[src/rtl/flash_cmd_pkg.sv]
package flash_cmd_pkg;

    // Scheduler phase codes seen on phase_i
    typedef enum logic [2:0] {
        PH_READ      = 3'd0,
        PH_CHIP      = 3'd1,
        PH_WINDOW    = 3'd2,
        PH_ERASING   = 3'd3,
        PH_SUSPENDED = 3'd4
    } phase_e;

    // One-cycle command outputs, one bit each
    typedef struct packed {
        logic chip;
        logic sect;
        logic susp;
        logic resume;
        logic read_array;
    } cmd_t;

    localparam int          DATA_W      = 8;
    localparam int          KEY_ADDR_W  = 12;
    localparam int          SEQ_LEN     = 6;

    localparam logic [DATA_W-1:0] CODE_KEY1   = 8'hAA;
    localparam logic [DATA_W-1:0] CODE_KEY2   = 8'h55;
    localparam logic [DATA_W-1:0] CODE_SETUP  = 8'h80;
    localparam logic [DATA_W-1:0] CODE_CHIP   = 8'h10;
    localparam logic [DATA_W-1:0] CODE_SECT   = 8'h30;
    localparam logic [DATA_W-1:0] CODE_SUSP   = 8'hB0;
    localparam logic [DATA_W-1:0] CODE_RESUME = 8'h30;

    localparam logic [KEY_ADDR_W-1:0] KEY_ADDR_A = 12'h555;
    localparam logic [KEY_ADDR_W-1:0] KEY_ADDR_B = 12'h2AA;

    // Expected data byte at each prefix step
    function automatic logic [DATA_W-1:0] step_data(input int s);
        case (s)
            0, 3:    step_data = CODE_KEY1;
            1, 4:    step_data = CODE_KEY2;
            2:       step_data = CODE_SETUP;
            default: step_data = '0;
        endcase
    endfunction

    // Expected key address at each prefix step
    function automatic logic [KEY_ADDR_W-1:0] step_addr(input int s);
        case (s)
            1, 4:    step_addr = KEY_ADDR_B;
            default: step_addr = KEY_ADDR_A;
        endcase
    endfunction

endpackage

[src/rtl/fcd_unlock_seq.sv]
module fcd_unlock_seq
    import flash_cmd_pkg::*;
#(
    parameter int KEY_W = KEY_ADDR_W,
    parameter int LEN   = SEQ_LEN
) (
    input  logic              clk,
    input  logic              rst,
    input  logic              abort_i,
    input  logic              wr_valid_i,
    input  logic [KEY_W-1:0]  key_addr_i,
    input  logic [DATA_W-1:0] data_i,
    output logic              chip_hit_o,
    output logic              sect_hit_o
);

    localparam int STEP_W = $clog2(LEN);
    localparam int LAST   = LEN - 1;

    logic [STEP_W-1:0] step_q, step_d;
    logic [LAST-1:0]   pre_match;
    logic              pre_hit;
    logic              at_last;

    // One comparator per prefix step
    for (genvar g = 0; g < LAST; g++) begin : g_step_cmp
        assign pre_match[g] = (key_addr_i == KEY_W'(step_addr(g))) &&
                              (data_i == step_data(g));
    end

    always_comb begin
        pre_hit = 1'b0;
        for (int s = 0; s < LAST; s++) begin
            if (step_q == STEP_W'(s)) pre_hit = pre_match[s];
        end
    end

    assign at_last    = (step_q == STEP_W'(LAST));
    assign chip_hit_o = wr_valid_i && at_last &&
                        (key_addr_i == KEY_W'(KEY_ADDR_A)) && (data_i == CODE_CHIP);
    assign sect_hit_o = wr_valid_i && at_last && (data_i == CODE_SECT);

    always_comb begin
        step_d = step_q;
        if (abort_i) begin
            step_d = '0;
        end else if (wr_valid_i) begin
            if (at_last)      step_d = '0;
            else if (pre_hit) step_d = step_q + STEP_W'(1);
            else              step_d = '0;
        end
    end

    always_ff @(posedge clk) begin
        if (rst) step_q <= '0;
        else     step_q <= step_d;
    end

    // any abort leaves the sequencer at its first step
    p_step_clear_r4: assert property (@(posedge clk) disable iff (rst)
        abort_i |=> (step_q == '0));

    // sequencer never runs past the command step
    p_step_bound_r4: assert property (@(posedge clk) disable iff (rst)
        step_q <= STEP_W'(LAST));

endmodule

[src/rtl/fcd_phase_filter.sv]
module fcd_phase_filter
    import flash_cmd_pkg::*;
(
    input  logic [2:0]        phase_i,
    input  logic              hw_reset_i,
    input  logic              wr_valid_i,
    input  logic [DATA_W-1:0] data_i,
    input  logic              chip_hit_i,
    input  logic              sect_hit_i,
    output cmd_t              cmd_o
);

    always_comb begin
        cmd_o = '0;
        if (hw_reset_i) begin
            cmd_o.read_array = 1'b1;
        end else if (wr_valid_i) begin
            case (phase_i)
                PH_READ: begin
                    cmd_o.chip = chip_hit_i;
                    cmd_o.sect = sect_hit_i && !chip_hit_i;
                end
                PH_WINDOW: begin
                    if (data_i == CODE_SECT)      cmd_o.sect       = 1'b1;
                    else if (data_i == CODE_SUSP) cmd_o.susp       = 1'b1;
                    else                          cmd_o.read_array = 1'b1;
                end
                PH_ERASING:   cmd_o.susp   = (data_i == CODE_SUSP);
                PH_SUSPENDED: cmd_o.resume = (data_i == CODE_RESUME);
                default:      cmd_o        = '0;
            endcase
        end
    end

endmodule

[src/rtl/flash_cmd_decoder.sv]
module flash_cmd_decoder
    import flash_cmd_pkg::*;
#(
    parameter int ADDR_W = 20,
    parameter int SECT_W = 5
) (
    input  logic              clk,
    input  logic              rst,
    input  logic              hw_reset_i,
    input  logic              wr_valid_i,
    input  logic [ADDR_W-1:0] wr_addr_i,
    input  logic [7:0]        wr_data_i,
    input  logic [2:0]        phase_i,
    output logic              chip_erase_o,
    output logic              sect_erase_o,
    output logic [SECT_W-1:0] sect_addr_o,
    output logic              erase_suspend_o,
    output logic              erase_resume_o,
    output logic              read_array_o
);

    logic              seq_abort;
    logic              chip_hit, sect_hit;
    cmd_t              cmd_d, cmd_q;
    logic [SECT_W-1:0] sect_q;

    assign seq_abort = hw_reset_i || (phase_i != 3'(PH_READ));

    fcd_unlock_seq #(.KEY_W(KEY_ADDR_W), .LEN(SEQ_LEN)) u_seq (
        .clk        (clk),
        .rst        (rst),
        .abort_i    (seq_abort),
        .wr_valid_i (wr_valid_i),
        .key_addr_i (wr_addr_i[KEY_ADDR_W-1:0]),
        .data_i     (wr_data_i),
        .chip_hit_o (chip_hit),
        .sect_hit_o (sect_hit)
    );

    fcd_phase_filter u_filter (
        .phase_i    (phase_i),
        .hw_reset_i (hw_reset_i),
        .wr_valid_i (wr_valid_i),
        .data_i     (wr_data_i),
        .chip_hit_i (chip_hit),
        .sect_hit_i (sect_hit),
        .cmd_o      (cmd_d)
    );

    always_ff @(posedge clk) begin
        if (rst) begin
            cmd_q  <= '0;
            sect_q <= '0;
        end else begin
            cmd_q <= cmd_d;
            if (cmd_d.sect) sect_q <= wr_addr_i[ADDR_W-1 -: SECT_W];
        end
    end

    assign chip_erase_o    = cmd_q.chip;
    assign sect_erase_o    = cmd_q.sect;
    assign erase_suspend_o = cmd_q.susp;
    assign erase_resume_o  = cmd_q.resume;
    assign read_array_o    = cmd_q.read_array;
    assign sect_addr_o     = sect_q;

    // at most one pulse per cycle
    p_onehot_r10: assert property (@(posedge clk) disable iff (rst)
        $onehot0({chip_erase_o, sect_erase_o, erase_suspend_o, erase_resume_o, read_array_o}));

    // chip erase is a single-cycle pulse
    p_chip_pulse_r10: assert property (@(posedge clk) disable iff (rst)
        chip_erase_o |=> !chip_erase_o);

    // chip-erase phase produces nothing
    p_chip_quiet_r5: assert property (@(posedge clk) disable iff (rst)
        (phase_i == 3'(PH_CHIP) && !hw_reset_i) |=>
        !(chip_erase_o || sect_erase_o || erase_suspend_o || erase_resume_o || read_array_o));

    // erasing phase ignores all but suspend
    p_erasing_r7: assert property (@(posedge clk) disable iff (rst)
        (phase_i == 3'(PH_ERASING) && !hw_reset_i && wr_valid_i && wr_data_i != CODE_SUSP) |=>
        !(chip_erase_o || sect_erase_o || erase_suspend_o || erase_resume_o || read_array_o));

    // hardware reset always reports read-array
    p_hwrst_r9: assert property (@(posedge clk) disable iff (rst)
        hw_reset_i |=> read_array_o);

    // sector number comes from the causing write
    p_sect_addr_r3: assert property (@(posedge clk) disable iff (rst)
        (!hw_reset_i && wr_valid_i) |=>
        (!sect_erase_o || sect_addr_o == $past(wr_addr_i[ADDR_W-1 -: SECT_W])));

endmodule

[config.mk]
export PLATFORM = sky130hd
export DESIGN_NAME = flash_cmd_decoder
export DESIGN_NICKNAME = d
export VERILOG_FILES = /design/src/rtl/flash_cmd_pkg.sv /design/src/rtl/fcd_unlock_seq.sv /design/src/rtl/fcd_phase_filter.sv /design/src/rtl/flash_cmd_decoder.sv
export SDC_FILE = /design/constraint.sdc
export NUM_CORES = 1
export LEC_CHECK = 0
export CELL_PAD_IN_SITES_DETAIL_PLACEMENT = 1
export CELL_PAD_IN_SITES_GLOBAL_PLACEMENT = 2
export CORE_ASPECT_RATIO = 1.25
export CORE_MARGIN = 2
export CORE_UTILIZATION = 20
export DETAILED_ROUTE_END_ITERATION = 16
export HOLD_SLACK_MARGIN = 0.02
export MAX_ROUTING_LAYER = met4
export PLACE_DENSITY_LB_ADDON = 0.1
export RECOVER_POWER = 100
export SYNTH_ARGS = -nofsm -noshare
export SYNTH_HDL_FRONTEND = slang
export SYNTH_SLANG_ARGS = --single-unit
export TNS_END_PERCENT = 10
[constraint.sdc]
create_clock -name clk -period 2.67 [get_ports clk]
set_input_delay 0.801 -clock clk [delete_from_list [all_inputs] [get_ports clk]]
set_output_delay 0.801 -clock clk [all_outputs]
set_load 0.05 [all_outputs]
Word level (Yosys, flattened, before mapping)
Cells that the tools add are included.
- reductions and logical operators: 17
- equality and inequality tests: 16
- muxes and demuxes: 19
- bitwise gates (word level): 3
- add/subtract/negate cells: 1
- operators by type and width (kind ; count):
    $eq 8x8->1 const B ; 3
    $mux 1 ; 13
    $eq 12x10->1 const B ; 1
    $eq 12x11->1 const B ; 1
    $eq 3x2->1 const B ; 4
    $eq 3x3->1 const B ; 3
    $mux 3 ; 3
    $eq 8x5->1 const B ; 1
    $eq 8x6->1 const B ; 1
    $eq 8x7->1 const B ; 1
    $logic_and 1x1->1 ; 8
    $reduce_or 4->1 ; 2
    $logic_not 3->1 ; 2
    $mux 4 ; 1
    $pmux 1 s2 ; 2
    $add 3x1->3 const B ; 1
    $eq 3x1->1 const B ; 1
    $not 1->1 ; 3
    $reduce_bool 3->1 ; 1
    $reduce_or 3->1 ; 1
    $reduce_or 2->1 ; 1
    $logic_not 1->1 ; 1
    $logic_or 1x1->1 ; 1
- logic and storage cells: 63
- flip-flop bits (word level): 13
- input port bits: 35

Longest topological paths before layout
Gate-level depths: netlist of run 1.
- word-level depth: 9
- depth in mapped cells: 8
- gate-level depth less buffers: 8

Modules after synthesis
A second synthesis of run 1 with hierarchy kept.
- cell total of the unflattened synthesis: 96
- area, all modules: 842.1 um2
- modules (own cells, without submodules) (module ; instances ; area an instance (um2) ; seq. area each (um2) ; cells each):
    fcd_unlock_seq ; 1 ; 404.1 ; 60.1 ; 51
    flash_cmd_decoder ; 1 ; 316.6 ; 200.2 ; 28
    fcd_phase_filter ; 1 ; 121.4 ; 0.0 ; 17

Worst setup path before layout of run 1
Ideal clock, no wire load.
- path type: input-to-reg
- start: input wr_data_i[5]
- end: register sect_q[0], in the netlist sect_addr_o[0]
- buffers on the path: 0
- data arrival time: 2.122 ns
- setup slack: 0.424 ns
- stages: 6
- required time: 2.545 ns
- setup time: 0.125 ns
- cells stage by stage: or3_4 > nor4b_4 > a31oi_1 > o211ai_4 > mux2i_1 > nor2_1
- cells in the longest elaborated chain, start to end: 7
- elaborated cells on any way between the ends: 10
- RTL lines (element ; RTL line ; RTL):
    start: declaration ; flash_cmd_decoder.sv:12 ; input logic [7:0] wr_data_i,
    $eq 8x5->1 ; fcd_unlock_seq.sv:40 ; (key_addr_i == KEY_W'(KEY_ADDR_A)) && (data_i == CODE_CHIP);
    $logic_and 1x1->1 ; fcd_unlock_seq.sv:40 ;
    $logic_not 1->1 ; fcd_phase_filter.sv:21 ; cmd_o.sect = sect_hit_i && !chip_hit_i;
    $logic_and 1x1->1 ; fcd_phase_filter.sv:21 ;
    $pmux 1 s2 * ; fcd_phase_filter.sv:18 ; case (phase_i)
    $mux 4 * ; fcd_phase_filter.sv:17 ; end else if (wr_valid_i) begin
    $mux 3 * ; fcd_phase_filter.sv:15 ; if (hw_reset_i) begin
    end signal: assignment ; flash_cmd_decoder.sv:56 ; if (cmd_d.sect) sect_q <= wr_addr_i[ADDR_W-1 -: SECT_W];
    end: declaration ; flash_cmd_decoder.sv:25 ; logic [SECT_W-1:0] sect_q;
Mark *: on every way between the ends. The rest lies on a longest branch, timed or not.
A chain may end at the register's enable or synchronous reset.

Worst setup path in the final report of run 1
- start: input wr_data_i[1]
- end: register sect_q[2], in the netlist sect_addr_o[2]
Same word-level chain as after synthesis.

==> results of run 1 <==
==> worst max-delay path, cell delays in order <==
cell and delay, ps:
clkdlybuf4s50_1 420, or3_4 390, nor4b_4 280, a31oi_1 170, o211ai_4 310, mux2i_1 230
nor2_1 60
==> power by group <==
part / internal, uW / switching (uW) / total [uW] / leakage, uW
clock: 105 / 68.6 / 174 / 0.0000228
sequential: 195 / 0.175 / 195 / 0.000105
combinational: 55.9 / 30.9 / 86.8 / 0.000436
total: 356 / 99.7 / 456 / 0.000563
==> timing repair <==
action                                  in CTS  in global routing
pin swaps                                    1                  1
buffers inserted                             0                  1
endpoints found under the setup margin       5                  3
gates cloned                                 0                  0
gates resized for setup                      1                  0
==> Yosys cell counts (2+ instances only) <==
cell type,n
nor2_1,13
or3_1,2
o21ai_1,2
nor2b_1,2
mux2i_1,6
nand3_1,4
inv_1,4
a31oi_1,3
nand2_1,6
nor3_1,3
clkbuf_1,2
dfxtp_1,13
ha_1,5
and2_1,2
nand4_1,4
nor4b_1,2
nor4_1,3
o21ai_0,4
nand4b_1,2
==> state kept, by name, summed over array words and instances (netlist names) <==
name,flops
chip_erase_o,1
erase_resume_o,1
erase_suspend_o,1
read_array_o,1
sect_addr_o,5
sect_erase_o,1
u_seq.step_q,3
==> cells by family after synthesis <==
group	share of synthesized area
muxes	0.0735
AOI/OAI and AO/OA	0.110
adders and majority gates	0.0766
and+or+nand+nor	0.394
buffers and inverters	0.0276
DFF	0.319
==> how the worst max path moves through the flow <==
stage | from | endpoint | slack (ps) | cells after the start
2_1_floorplan | wr_data_i[5] | sect_addr_o[0] | 420 | 6
3_3_place_gp | wr_data_i[5] | sect_addr_o[0] | -240 | 7
3_5_place_dp | wr_data_i[5] | sect_addr_o[1] | -290 | 7
4_1_cts | wr_data_i[1] | sect_addr_o[1] | 80 | 7
5_1_grt | wr_data_i[1] | sect_addr_o[2] | 3 | 7
6_report | wr_data_i[1] | sect_addr_o[2] | 140 | 7
==> per-layer routing <==
layer  part of all wire  track usage  vias up
met5                  0            -        -
met4                  0       0.0652        0
met3              0.041       0.0170        0
met2               0.59        0.245       30
met1               0.37        0.121      438
li1                   -            -      460
==> stage by stage <==
| step | setup WS (ps) | cells |
|---|---|---|
| after detailed placement | -288 | 201 |
| after global placement | -243 | 201 |
| after global routing | 2.91 | 206 |
| after floorplan | 424 | 94 |
| final | 144 | 206 |
| after CTS | 79.2 | 205 |
==> cell type report <==
type	instances	area, um^2
repair buffers	54	503
flip-flops and latches	13	260
clock buffers	4	45.0
fillers	490	2570
well taps	56	70.1
inverters	4	15.0
multi-input cells	75	534
==> flow_summary.json, run 1 <==
{
  "outcome": "complete, no violations",
  "post-dp-hpwl_mm": 2.24,
  "required_ps": 2800,
  "synth_area_per_cell_um2": 8.69,
  "r2r_cells": 8,
  "path_max_fanout": 6,
  "clockBufferDepth": 2,
  "wl_per_cell_um": 12.4,
  "num_rows": 26,
  "grt_max_degree": 9,
  "antenna_left": 0,
  "ys_types": 31,
  "design.die.area_um2": 4620,
  "timing.hold.ws_ps": 494,
  "drive_gt1_frac": 0.133,
  "hold_end": "sect_addr_o[4]",
  "clk_pin_slew_worst_paths_ps": 50,
  "syn_area_um2": 817,
  "fin_util": 0.357,
  "finalClockSkew_ps": 0.915,
  "finalCritPeriodShare": 0.946,
  "overflow": 0,
  "cts_tree": "built",
  "routed_wl_mm": 2.56,
  "synth.yosys.seq_area_share": 0.319,
  "h-tree-depth": 1,
  "synthTopCellsByArea": "dfxtp_1 32%, ha_1 7.7%, mux2i_1 7.4%, nor2_1 6.0%, nand4_1 3.1%",
  "final_common_cell": "clkdlybuf4s50_1",
  "synth_edf_count": 0,
  "hp-start": "sect_addr_o[4]",
  "ios": 45,
  "slew_viol_final": 0,
  "slew_headroom": 0.658,
  "hold_class": "reg -> reg",
  "worst_pin_slew_ps": 511,
  "cp.arrival_ps": 2660,
  "die_w_um": 61.2,
  "grt_pass1_wl_mm": 4.27,
  "async_flop_share": 0,
  "synth_seq_cells": 13,
  "hold_viol": 0,
  "drc": 0,
  "synth_top_area_share": 0.319,
  "rsz0062_at_grt": "no",
  "min_period_ps": 2530,
  "ys.warnings.count": 0,
  "io_buffers": 41,
  "grt_pass1_vias": 1015,
  "synthFlopType": "dfxtp_1",
  "cts_hold_buf": 0,
  "clock_latency_ps": 240,
  "cts-root-buf": "clkbuf_8",
  "dieHeight_um": 75.5,
  "p_per_area_nw_per_um2": 319,
  "vias": 928,
  "grt_use_total": 0.128,
  "cts_buffers": 3,
  "max_cap_violations": 0,
  "final_cell_mix": "30 x clkdlybuf4s50_1, 13 x nor2_1, 13 x dfxtp_1",
  "r2r-start": "u_seq.step_q[1]",
  "place_area_um2": 1380,
  "holdPathStages": 2,
  "gp_congestion": 0.732,
  "netlist_instances": 94,
  "cts_num_sinks": 13,
  "diodes": 0,
  "setup_viol": 0,
  "critPathKind": "in -> reg",
  "cp-start-kind": "input pin",
  "core_area_um2": 4000,
  "leakagePower_uw": 0.000563,
  "via_per_inst": 4.50,
  "start_util": 0.204,
  "syn2layout_area_growth_pct": 74.7,
  "antenna_found_initial": 0,
  "fin_area_um2": 1430,
  "yosys.area.top_type": "dfxtp_1",
  "drt_pass1_iterations": 2,
  "drt_iter0_markers": 25,
  "worstReg2RegEnd": "sect_addr_o[2]",
  "syn-num-nets": 134,
  "max_freq_mhz": 396,
  "end_kind": "flip-flop",
  "vdd_drop_max_mv": 0.106,
  "r2r_setup_slack_ps": 690,
  "p_total_uw": 456,
  "fin_setup_tns_ps": 0,
  "fin_nets": 191
}
No activity file was read; power rests on OpenSTA's default activity.
==> run 2, diff against run 1 <==
--- a/config.mk
+++ b/config.mk
@@ -5,6 +5,7 @@
 export SDC_FILE = /design/constraint.sdc
 export NUM_CORES = 1
 export LEC_CHECK = 0
+export ABC_CLOCK_PERIOD_IN_PS = 2670
 export CELL_PAD_IN_SITES_DETAIL_PLACEMENT = 1
 export CELL_PAD_IN_SITES_GLOBAL_PLACEMENT = 2
 export CORE_ASPECT_RATIO = 1.25
@@ -14,7 +15,6 @@
 export HOLD_SLACK_MARGIN = 0.02
 export MAX_ROUTING_LAYER = met4
 export PLACE_DENSITY_LB_ADDON = 0.1
-export RECOVER_POWER = 100
 export SYNTH_ARGS = -nofsm -noshare
 export SYNTH_HDL_FRONTEND = slang
 export SYNTH_SLANG_ARGS = --single-unit
==> run 2 against run 1 <==
- via count is the same
- sequential share of layout area is essentially flat
- non-clock buffer count is the same
- clock power is essentially flat
- register-to-register slack is essentially flat
- clock-buffer cell count is the same
- final cell count is the same
- sequential power is essentially flat
- wire length grew 0.23%
- die area is the same
- first-iteration DRC count is the same
- critical path type unchanged
- critical endpoint is now u_seq.step_q[1]
- largest power group unchanged
==> flow_summary.json, run 2 (synthesis gave the netlist of run 1 again) <==
{
  "drt_iter0_markers": 25,
  "hold_viol": 0,
  "fin_ws_ps": 143,
  "finalCritPeriodShare": 0.947,
  "syn2layout_area_growth_pct": 75.2,
  "rsz0062_at_grt": "no",
  "p_per_area_nw_per_um2": 319,
  "p_int_uw": 357,
  "p_total_uw": 456,
  "start_util": 0.204,
  "cp.arrival_ps": 2690,
  "antenna_left": 0,
  "die_w_um": 61.2,
  "min_period_ps": 2530,
  "final_cell_mix": "40 x clkdlybuf4s50_1, 13 x nor2_1, 13 x dfxtp_1, 13 x buf_4",
  "end_kind": "flip-flop",
  "drive_gt1_frac": 0.140,
  "outcome": "complete, no violations",
  "final_common_cell": "clkdlybuf4s50_1",
  "switchingPower_uw": 99.7,
  "critPathKind": "in -> reg",
  "cts_buffers": 3,
  "cts_tree": "built",
  "n_fill_cell": 489,
  "gp_congestion": 0.732,
  "antenna_found_initial": 0,
  "swShare": 0.218,
  "r2r_setup_slack_ps": 690,
  "leakagePower_uw": 0.000534,
  "post-dp-hpwl_mm": 2.24,
  "largest_register_ffs": 5,
  "grt_pass1_vias": 1015,
  "clock_latency_ps": 240,
  "via_per_inst": 4.50,
  "combPwrFrac": 0.191,
  "grt_pass1_wl_mm": 4.27,
  "slew_headroom": 0.663,
  "num_rows": 26,
  "slew_viol_final": 0,
  "finalClockSkew_ps": 0.909,
  "dieHeight_um": 75.5,
  "grt_use_total": 0.128,
  "max_freq_mhz": 396,
  "vdd_drop_max_mv": 0.106,
  "cp_top_family": "simple AND/OR/NAND/NOR gates",
  "drc": 0,
  "drt_pass1_iterations": 2,
  "h-tree-depth": 1,
  "io_buffers": 41,
  "vias": 928,
  "cts_hold_buf": 0,
  "p_seq_frac": 0.428,
  "overflow": 0,
  "cpPeakStageDelay_ps": 500,
  "cts-root-buf": "clkbuf_8",
  "routed_wl_mm": 2.56,
  "grt_max_degree": 9,
  "max_cap_violations": 0,
  "core_area_um2": 4000,
  "clockBufferDepth": 2,
  "ios": 45,
  "clk_pin_slew_worst_paths_ps": 50,
  "worst_pin_slew_ps": 504,
  "required_ps": 2840,
  "path_buf_inv": 1,
  "path_max_fanout": 3,
  "fin_nets": 191,
  "wl_per_cell_um": 12.4,
  "cp-start-kind": "input pin",
  "place_area_um2": 1380,
  "cp_cell_sequence": "clkdlybuf4s50_1 > nor4b_1 > nand4_1 > or4_1 > a22oi_1 > o21ai_1 > o21ai_0",
  "critical-path-slowest-cell": "or4_1",
  "fin_area_um2": 1430,
  "diodes": 0,
  "hold_class": "reg -> reg",
  "setup_viol": 0,
  "cts_num_sinks": 13,
  "p_clk_frac": 0.381,
  "dp_slack_ps": -288,
  "design.die.area_um2": 4620
}
-- run 2: layer usage --
layer / vias to the layer above / track usage / share of wire
met5: - / - / 0
met4: 0 / 0.0652 / 0
met3: 0 / 0.0170 / 0.045
met2: 30 / 0.245 / 0.59
met1: 438 / 0.121 / 0.36
li1: 460 / - / -
-- run 2: repair_timing --
| item | CTS | global route |
|---|---|---|
| pin swaps | 1 | 1 |
| endpoints found under the setup margin | 5 | 3 |
| buffers inserted | 0 | 1 |
| gates resized for setup | 1 | 0 |
| gates cloned | 0 | 0 |
-- run 2: worst min-delay path, delay by kind of cell (launching register included) --
family	cells	cell delay (ps)
DFF	1	320
muxes	1	70
and+or+nand+nor	1	80
-- run 2: layout make-up --
| class | count | area, um^2 | area share |
|---|---|---|---|
| well taps | 56 | 70.1 | 0.0490 |
| multi-input cells | 75 | 534 | 0.373 |
| flip-flops and latches | 13 | 260 | 0.182 |
| clock buffers | 4 | 45.0 | 0.0315 |
| inverters | 4 | 15.0 | 0.0105 |
| repair buffers | 54 | 507 | 0.354 |
-- run 2: path summary, 6_finish.rpt --
check	start	end	cells past startpoint
worst max-delay path	wr_addr_i[8]	u_seq.step_q[1]	7
worst min-delay path	sect_addr_o[4]	sect_addr_o[4]	2
worst max register to register	u_seq.step_q[0]	sect_addr_o[2]	7
worst min register to register	sect_addr_o[4]	sect_addr_o[4]	2
-- run 2: metrics by stage --
step                setup TNS, ps   util  hold slack [ps]  cells
floorplan                       0      -              471     94
global placement            -1410  0.345              474    201
detailed placement          -1810  0.345              499    201
CTS                             0  0.356              511    205
global route                    0  0.358              529    206
finish                          0  0.358              499    206
-- run 2: power groups by stage --
| stage | clock, uW | sequential (uW) | combinational [uW] |
|---|---|---|---|
| 2_1_floorplan | 0 | 203 | 14.7 |
| 3_3_place_gp | 0 | 199 | 87.0 |
| 3_5_place_dp | 0 | 199 | 89.0 |
| 4_1_cts | 183 | 195 | 88.8 |
| 5_1_grt | 191 | 195 | 94.5 |
| 6_report | 174 | 195 | 87.3 |
==> run 3, diff against run 2 <==
--- a/config.mk
+++ b/config.mk
@@ -8,7 +8,7 @@
 export ABC_CLOCK_PERIOD_IN_PS = 2670
 export CELL_PAD_IN_SITES_DETAIL_PLACEMENT = 1
 export CELL_PAD_IN_SITES_GLOBAL_PLACEMENT = 2
-export CORE_ASPECT_RATIO = 1.25
+export CORE_ASPECT_RATIO = 1.5
 export CORE_MARGIN = 2
 export CORE_UTILIZATION = 20
 export DETAILED_ROUTE_END_ITERATION = 16
==> run 3 against run 2 <==
- flip-flop and latch count is the same
- cell area shrank 0.96%
- critical path depth is the same
- clock-buffer cell count is the same
- power shrank 0.30%
- maximum frequency shrank 1.1%
- combinational power grew 2.7%
- final cell count shrank 5.8%
- register-to-register slack is essentially flat
- largest power group unchanged
==> flow_summary.json, run 3 (synthesis gave the netlist of run 1 again) <==
{
  "design.die.area_um2": 4620,
  "final_cell_mix": "41 x clkdlybuf4s50_1, 13 x nor2_1, 13 x dfxtp_1",
  "num_rows": 28,
  "instances_no_fill": 194,
  "max_freq_mhz": 391,
  "syn2layout_area_growth_pct": 73.5,
  "critPathKind": "in -> reg",
  "min_period_ps": 2560,
  "fin_nets": 190,
  "cts_buffers": 3,
  "diodes": 0,
  "dp_slack_ps": -235,
  "antenna_found_initial": 0,
  "vdd_drop_max_mv": 0.200,
  "worst_pin_slew_ps": 499,
  "clk_pin_slew_worst_paths_ps": 50,
  "ios": 45,
  "cts_hold_buf": 0,
  "dieHeight_um": 82.3,
  "hold_class": "reg -> reg",
  "cpPeakStageDelay_ps": 420,
  "drt_iter0_markers": 8,
  "p_total_uw": 455,
  "routed_wl_mm": 2.55,
  "die_w_um": 56.2,
  "placed_cells": 190,
  "wl_per_cell_um": 13.1,
  "p_per_area_nw_per_um2": 321,
  "grt_use_total": 0.125,
  "clockBufferDepth": 2,
  "slew_headroom": 0.666,
  "cp.arrival_ps": 2690,
  "grt_max_degree": 9,
  "h-tree-depth": 1,
  "outcome": "complete, no violations",
  "max_cap_violations": 0,
  "io_buffers": 41,
  "cp_cell_sequence": "clkdlybuf4s50_1 > or3_4 > nor4b_4 > a31oi_1 > o211ai_4 > mux2i_1 > nor2_1",
  "final_common_cell": "clkdlybuf4s50_1",
  "cts-root-buf": "clkbuf_8",
  "drt_pass1_iterations": 2,
  "cts_num_sinks": 13,
  "grt_pass1_wl_mm": 4.39,
  "gp_congestion": 0.674,
  "leakagePower_uw": 0.000529,
  "finalCritPeriodShare": 0.957,
  "post-dp-hpwl_mm": 2.17,
  "setup_viol": 0,
  "start_util": 0.208,
  "clock_latency_ps": 240,
  "path_max_fanout": 6,
  "overflow": 0,
  "largest_register_ffs": 5,
  "multi_input_area_um2": 541,
  "rsz0062_at_grt": "yes",
  "via_per_inst": 4.77,
  "n_fill_cell": 466,
  "fin_ws_ps": 114,
  "required_ps": 2800,
  "regArea_um2": 260,
  "core_area_um2": 3920,
  "timing.hold.ws_ps": 494,
  "cts_tree": "built",
  "antenna_left": 0,
  "vias": 925,
  "drc": 0,
  "end_kind": "flip-flop",
  "grt_pass1_vias": 975,
  "drive_gt1_frac": 0.141,
  "slew_viol_final": 0,
  "finalClockSkew_ps": 0.724,
  "critical-path-slowest-cell": "clkdlybuf4s50_1",
  "cp-start-kind": "input pin",
  "hold_viol": 0
}
## run 3: area by class of cell
class                      instances  area share
multi-input combinational         75       0.381
timing repair buffer              53       0.353
sequential                        13       0.184
tap                               45      0.0397
clock buffer                       4      0.0318
inverter                           4      0.0106
## run 3: critical path, delay by kind of cell
family	cells	cell delay, ps
buf+inv	1	420
simple gates	3	740
compound gates	2	490
mux	1	230
## run 3: through the flow
step | utilization | cell area [um^2] | setup TNS (ps)
floorplan | - | 817 | 0
global placement | 0.348 | 1370 | -819
detailed placement | 0.348 | 1370 | -1390
CTS | 0.360 | 1410 | 0
global route | 0.361 | 1420 | -2.91
finish | 0.361 | 1420 | 0
## run 3: timing repair
item                                    in CTS  in global routing
endpoints found under the setup margin       0                  4
gates resized for setup                      0                  1
buffers inserted                             0                  0
## run 3: worst paths after layout
path	startpoint	slack, ps	depth (start not counted)	end
min reg2reg	sect_addr_o[0]	490	2	sect_addr_o[0]
max reg2reg	u_seq.step_q[1]	700	8	u_seq.step_q[1]
min	sect_addr_o[0]	490	2	sect_addr_o[0]
max	wr_data_i[5]	110	7	sect_addr_o[1]
## run 3: metal layers
layer / vias to the layer above / wire length (um) / GRT usage
li1: 460 / - / -
met4: 0 / 40 / 0.0643
met5: - / 0 / -
met2: 31 / 1490 / 0.249
met1: 432 / 901 / 0.119
met3: 2 / 108 / 0.0109
## run 3: power by group
part           switching (uW)  leakage (uW)  internal [uW]
Clock                    65.1     0.0000228            105
Combinational            31.6      0.000401           58.1
Sequential              0.199      0.000105            195
